==> src/rtl/dac_reg_core.sv <==
module dac_reg_core #(
  parameter int CODE_W = 16,
  parameter int SPAN_W = 4,
  parameter int ADDR_W = 4
) (
  input  logic              clk,
  input  logic              rst_n,
  input  logic              clr_n,
  input  logic              dip,
  input  logic              cs_ld,
  input  logic              sck,
  input  logic              sdi,
  input  logic              ld_n,
  input  logic              strap_mode,
  input  logic [SPAN_W-1:0] strap_span,
  output logic [CODE_W-1:0] dac_code,
  output logic [SPAN_W-1:0] dac_span,
  output logic              ok_n,
  output logic              buf_suspect
);
  localparam int OP_W    = 4;
  localparam int FRAME_W = OP_W + ADDR_W + CODE_W;
  localparam int CNT_W   = $clog2(FRAME_W + 1) + 1;
  localparam logic [OP_W-1:0] OP_WR_CODE = 4'b0010;
  localparam logic [OP_W-1:0] OP_WR_SPAN = 4'b0110;
  localparam logic [OP_W-1:0] OP_UPDATE  = 4'b0011;
  localparam logic [OP_W-1:0] OP_WR_UPD  = 4'b0111;

  logic               sck_q, cs_q, ld_q;
  logic [FRAME_W-1:0] shreg;
  logic [CNT_W-1:0]   nbits;
  logic               aborted;
  logic [CODE_W-1:0]  in_code;
  logic [SPAN_W-1:0]  in_span;

  wire act_rst_n = rst_n & clr_n;
  wire cs_fall   = cs_q & ~cs_ld;
  wire cs_rise   = ~cs_q & cs_ld;
  wire sck_rise  = ~sck_q & sck & ~cs_ld;
  wire ld_fall   = ld_q & ~ld_n & cs_ld & cs_q;
  wire frame_ok  = cs_rise && nbits == CNT_W'(FRAME_W) && !aborted && clr_n;

  wire [OP_W-1:0]   op   = shreg[FRAME_W-1 -: OP_W];
  wire [CODE_W-1:0] data = shreg[CODE_W-1:0];

  wire do_wr_code = frame_ok && (op == OP_WR_CODE || op == OP_WR_UPD);
  wire do_wr_span = frame_ok && op == OP_WR_SPAN;
  wire upd        = (frame_ok && (op == OP_UPDATE || op == OP_WR_UPD)) || ld_fall;

  wire [CODE_W-1:0] next_code = (frame_ok && op == OP_WR_UPD) ? data : in_code;
  wire [SPAN_W-1:0] next_span = strap_mode ? strap_span : in_span;

  always_ff @(posedge clk or negedge rst_n)
    if (!rst_n) begin
      sck_q <= 1'b0;
      cs_q  <= 1'b1;
      ld_q  <= 1'b1;
    end else begin
      sck_q <= sck;
      cs_q  <= cs_ld;
      ld_q  <= ld_n;
    end

  always_ff @(posedge clk or negedge rst_n)
    if (!rst_n) begin
      shreg   <= '0;
      nbits   <= '0;
      aborted <= 1'b0;
    end else begin
      if (cs_fall) begin
        nbits   <= '0;
        aborted <= 1'b0;
      end else if (sck_rise) begin
        shreg <= {shreg[FRAME_W-2:0], sdi};
        if (nbits != '1) nbits <= nbits + 1'b1;
      end
      if (!clr_n && !cs_q) aborted <= 1'b1;
    end

  always_ff @(posedge clk or negedge rst_n)
    if (!rst_n) begin
      in_code     <= '0;
      in_span     <= '0;
      buf_suspect <= 1'b0;
    end else begin
      if (do_wr_code) in_code <= data;
      if (do_wr_span) in_span <= data[SPAN_W-1:0];
      if (!clr_n && !cs_q)            buf_suspect <= 1'b1;
      else if (do_wr_code || do_wr_span) buf_suspect <= 1'b0;
    end

  always_ff @(posedge clk or negedge act_rst_n)
    if (!act_rst_n) begin
      dac_code <= '0;
      dac_span <= '0;
    end else if (upd) begin
      dac_code <= next_code;
      dac_span <= next_span;
    end

  always_ff @(posedge clk or negedge act_rst_n)
    if (!act_rst_n)  ok_n <= 1'b0;
    else if (dip)    ok_n <= 1'b0;
    else if (upd)    ok_n <= 1'b1;

  assert_clear_zeroes_R4: assert property (@(posedge clk) disable iff (!rst_n)
    !clr_n |-> (dac_code == '0 && dac_span == '0));

  assert_dip_drops_flag_R7: assert property (@(posedge clk) disable iff (!rst_n)
    dip |=> (!ok_n));

  assert_flag_needs_update_R8: assert property (@(posedge clk) disable iff (!rst_n)
    $rose(ok_n) |-> $past(upd));

  assert_code_holds_R9: assert property (@(posedge clk) disable iff (!rst_n || !clr_n)
    (!$past(upd) && $past(clr_n)) |-> $stable(dac_code));

  assert_strap_span_R3: assert property (@(posedge clk) disable iff (!rst_n)
    (upd && strap_mode && clr_n) |=> (!clr_n || dac_span == $past(strap_span)));

  assert_ld_gated_R10: assert property (@(posedge clk) disable iff (!rst_n)
    (!cs_ld && !frame_ok) |-> !upd);
endmodule

==> config.mk <==
export PLATFORM = sky130hd
export DESIGN_NAME = dac_reg_core
export DESIGN_NICKNAME = d
export VERILOG_FILES = /design/src/rtl/dac_reg_core.sv
export SDC_FILE = /design/constraint.sdc
export NUM_CORES = 1
export LEC_CHECK = 0
export ABC_AREA = 1
export BUFFER_PORTS_ARGS = -buffer_cell sky130_fd_sc_hd__buf_2
export CAP_MARGIN = 20
export CORE_MARGIN = 3
export CORE_UTILIZATION = 55
export CTS_CLUSTER_SIZE = 28
export DETAILED_ROUTE_END_ITERATION = 10
export HOLD_SLACK_MARGIN = 0.08
export PLACE_DENSITY = 0.86
export REMOVE_ABC_BUFFERS = 1
export SYNTH_ARGS = -nofsm -noshare
export SYNTH_HDL_FRONTEND = slang
export SYNTH_SLANG_ARGS = --single-unit
==> constraint.sdc <==
create_clock -name clk -period 2.3 [get_ports clk]
set_clock_uncertainty 0.1 [all_clocks]
set_input_delay 0.23 -clock clk [delete_from_list [all_inputs] [get_ports clk]]
set_output_delay 0.23 -clock clk [all_outputs]
set_load 0.1 [all_outputs]
==> run_results.csv <==
group,metric,value,unit
power_and_ir_drop,p_leak,2.08,nW
power_and_ir_drop,p_sw,783,uW
clock_network,clk_pin_slew_worst_paths,80,ps
placement,routabilityCongestion,0.848,
clock_network,cts_buffers,9,
clock_network,cts_tree,"built",
finish,layout_common_cells,"nand2_1 (126), dfrtp_1 (74), inv_1 (46)",
run,maxCapViolations,0,
synthesis,yosys_most_used_dff,"dfrtp_1",
timing,worstMarginPinSlew,818,ps
timing,whs,110,ps
finish,multiInputGateArea,1200,um^2
synthesis,synth_warnings,0,
finish,final_common_cell,"nand2_1",
synthesis,yosysUniqueCellTypes,28,
power_and_ir_drop,sw_frac_of_total,0.272,
timing,finalCriticalPeriod,1920,ps
timing,setup-violations-final,0,
finish,n_fill_cell,439,
worst_setup_path,cp-start-kind,"flop",
finish,area.sequential,1900,um^2
hold_path,holdPathEnd,"dac_span[0]$_DFFE_PN0P_",
hold_path,min_path_type,"in -> reg",
worst_setup_path,crit_arrival,2040,ps
die,initial_core_util,0.592,
die,core,5710,um^2
power_and_ir_drop,peakVddDrop,0.000564,V
worst_setup_path,cp.required,2420,ps
die,rows,27,
drt,vias_per_cell,5.23,
hold_path,whs_path_depth,4,
worst_setup_path,crit_fanout,26,
drt,num_vias,2691,
finish,layout-drive-gt1-share,0.176,
timing,max_freq,0.522,GHz
clock_network,cts_setup_buffers,0,
global_route,grt_pass1_wl,12300,um
power_and_ir_drop,p_int,2.10,mW
clock_network,cts_sinks,76,
timing,tns,0,ps
timing,layout_setup_ws,383,ps
drt,wl_per_cell,14.0,um
synthesis,synthCells,393,
placement,placed_cells,491,
global_route,grt_max_degree,56,
placement,dpl-instance-area,3610,um^2
global_route,grt_overflow,0,
synthesis,synth_area_per_cell,8.60,um^2
power_and_ir_drop,clock_power_share,0.382,
worst_setup_path,reg2reg_slack,380,ps
timing,maxSlewHeadroom,0.454,
timing,timing.final.crit_share,0.834,
power_and_ir_drop,p_comb_frac,0.116,
worst_setup_path,crit_path_end_kind,"flop",
clock_network,cts_root_buffer,"clkbuf_8",
drt,wl,7200,um
clock_network,cts_buffer_depth,2,
synthesis,synth_area,3380,um^2
synthesis,synth_edf_count,0,
die,die_y,84.4,um
timing,rsz0062_at_grt,"false",
clock_network,cts_resized,0,
placement,portBuffers,34,
clock_network,cts-hold-fix-buffers,7,
worst_setup_path,r2r_start,"nbits[0]$_DFFE_PN0P_",
finish,final_nets,453,
hold_path,hold_start,"strap_span[0]",
finish,diodes,0,
die,die_w,84.4,um
worst_setup_path,reg2regPathDepth,10,
power_and_ir_drop,p_seq_frac,0.502,
synthesis,seq_area_frac_synth,0.563,
drt,drc,0,
finish,post-route-util,0.684,
die,io_pins,35,
synthesis,async_flop_share,1.00,
synthesis,ys_ff_latch,76,
finish,syn_to_final_growth,15.5,%
placement,dp_hpwl,4720,um
die,die-area,7120,um^2
drt,dr.pass1.iters,5,
global_route,grt_pass1_vias,2634,
placement,place_ws,277,ps
global_route,grt_util_all_layers,0.219,
power_and_ir_drop,total_power,2.88,mW
worst_setup_path,worstSetupPathType,"reg -> reg",
worst_setup_path,reg2reg_to,"in_code[3]$_DFFE_PN0P_",
finish,stdcell_area,3910,um^2
timing,drv_slew,0,
finish,final_cell_count_no_fill,515,
clock_network,htreeDepth,3,
power_and_ir_drop,power.density,738,nW/um^2
timing,hold_viol,0,
global_route,antenna_found_initial,0,
drt,drtIter0Drc,254,
outcome,run_status,"finished clean",
drt,ant_nets,0,
clock_network,insertion_delay,350,ps
==> registers in the layout (all words and copies together), names as in the netlist <==
signal       flops
aborted          1
buf_suspect      1
cs_q             1
dac_code        16
dac_span         4
in_code         16
in_span          4
ld_q             1
nbits            6
ok_n             1
sck_q            1
shreg           24
==> cell type report <==
| cell class | count | share of cell area |
|---|---|---|
| flip-flops and latches | 76 | 0.488 |
| multi-input cells | 252 | 0.308 |
| repair buffers | 48 | 0.0769 |
| inverters | 51 | 0.0493 |
| clock buffers | 10 | 0.0327 |
| well taps | 72 | 0.0231 |
| clock inverters | 6 | 0.0221 |
==> metal layers <==
layer,vias up,routed length [um],GRT usage,part of all wire
met5,-,0,0,0
met4,0,119,0.0676,0.017
met3,11,327,0.0608,0.045
met2,70,3630,0.374,0.50
met1,1279,3130,0.271,0.43
li1,1331,-,-,-
==> synth_stat cells (2+ instances only) <==
library cell | n | area [um^2]
nand2_1 | 126 | 473
dfrtp_1 | 74 | 1850
inv_1 | 46 | 173
nand3_1 | 43 | 215
o21ai_1 | 30 | 150
o21ai_0 | 14 | 70.1
nor2_1 | 13 | 48.8
buf_2 | 6 | 30.0
buf_4 | 5 | 37.5
a21oi_1 | 4 | 20.0
inv_2 | 4 | 15.0
mux2_2 | 4 | 45.0
clkbuf_1 | 3 | 11.3
nand4_1 | 3 | 18.8
nor2_2 | 3 | 18.8
dfstp_2 | 2 | 52.6
ha_1 | 2 | 25.0
==> worst max-delay path: stages (launching register included) <==
cell and delay [ps]:
dfrtp_1 420, inv_1 120, ha_1 150, nand2_1 60, nor2_2 190, inv_2 100, nor2_8 170, o21ai_2 150
buf_8 200, nand2_1 60, o21ai_1 60
==> power groups by stage <==
| stage | clock network, mW | logic, mW | registers, mW |
|---|---|---|---|
| after detailed placement | 0 | 0.326 | 1.47 |
| final | 1.10 | 0.335 | 1.45 |
| after floorplan | 0 | 0.153 | 1.54 |
| after global placement | 0 | 0.319 | 1.47 |
| after CTS | 1.12 | 0.336 | 1.45 |
| after global routing | 1.18 | 0.371 | 1.46 |
==> worst max path at each step <==
stage | startpoint | slack [ps] | endpoint
final | nbits[0]$_DFFE_PN0P_ | 380 | in_code[3]$_DFFE_PN0P_
after global routing | nbits[0]$_DFFE_PN0P_ | 260 | in_code[2]$_DFFE_PN0P_
after CTS | nbits[0]$_DFFE_PN0P_ | 220 | in_code[3]$_DFFE_PN0P_
after detailed placement | nbits[0]$_DFFE_PN0P_ | 280 | in_code[9]$_DFFE_PN0P_
after global placement | nbits[0]$_DFFE_PN0P_ | 370 | in_code[7]$_DFFE_PN0P_
after floorplan | nbits[0]$_DFFE_PN0P_ | 340 | dac_code[0]$_DFFE_PN0P_
==> kinds of logic (layout without fill, tap and decap cells) <==
| family | count (synthesis) | count (layout) | share of synthesized area |
|---|---|---|---|
| adders and majority gates | 2 | 2 | 0.00740 |
| muxes | 4 | 4 | 0.0133 |
| DFF | 76 | 76 | 0.563 |
| AOI/OAI and AO/OA | 49 | 49 | 0.0736 |
| buffers and inverters | 65 | 115 | 0.0803 |
| and+or+nand+nor | 196 | 196 | 0.259 |
| xor gates and xnor gates | 1 | 1 | 0.00259 |
Note: power is estimated with default switching activity, not from simulation.
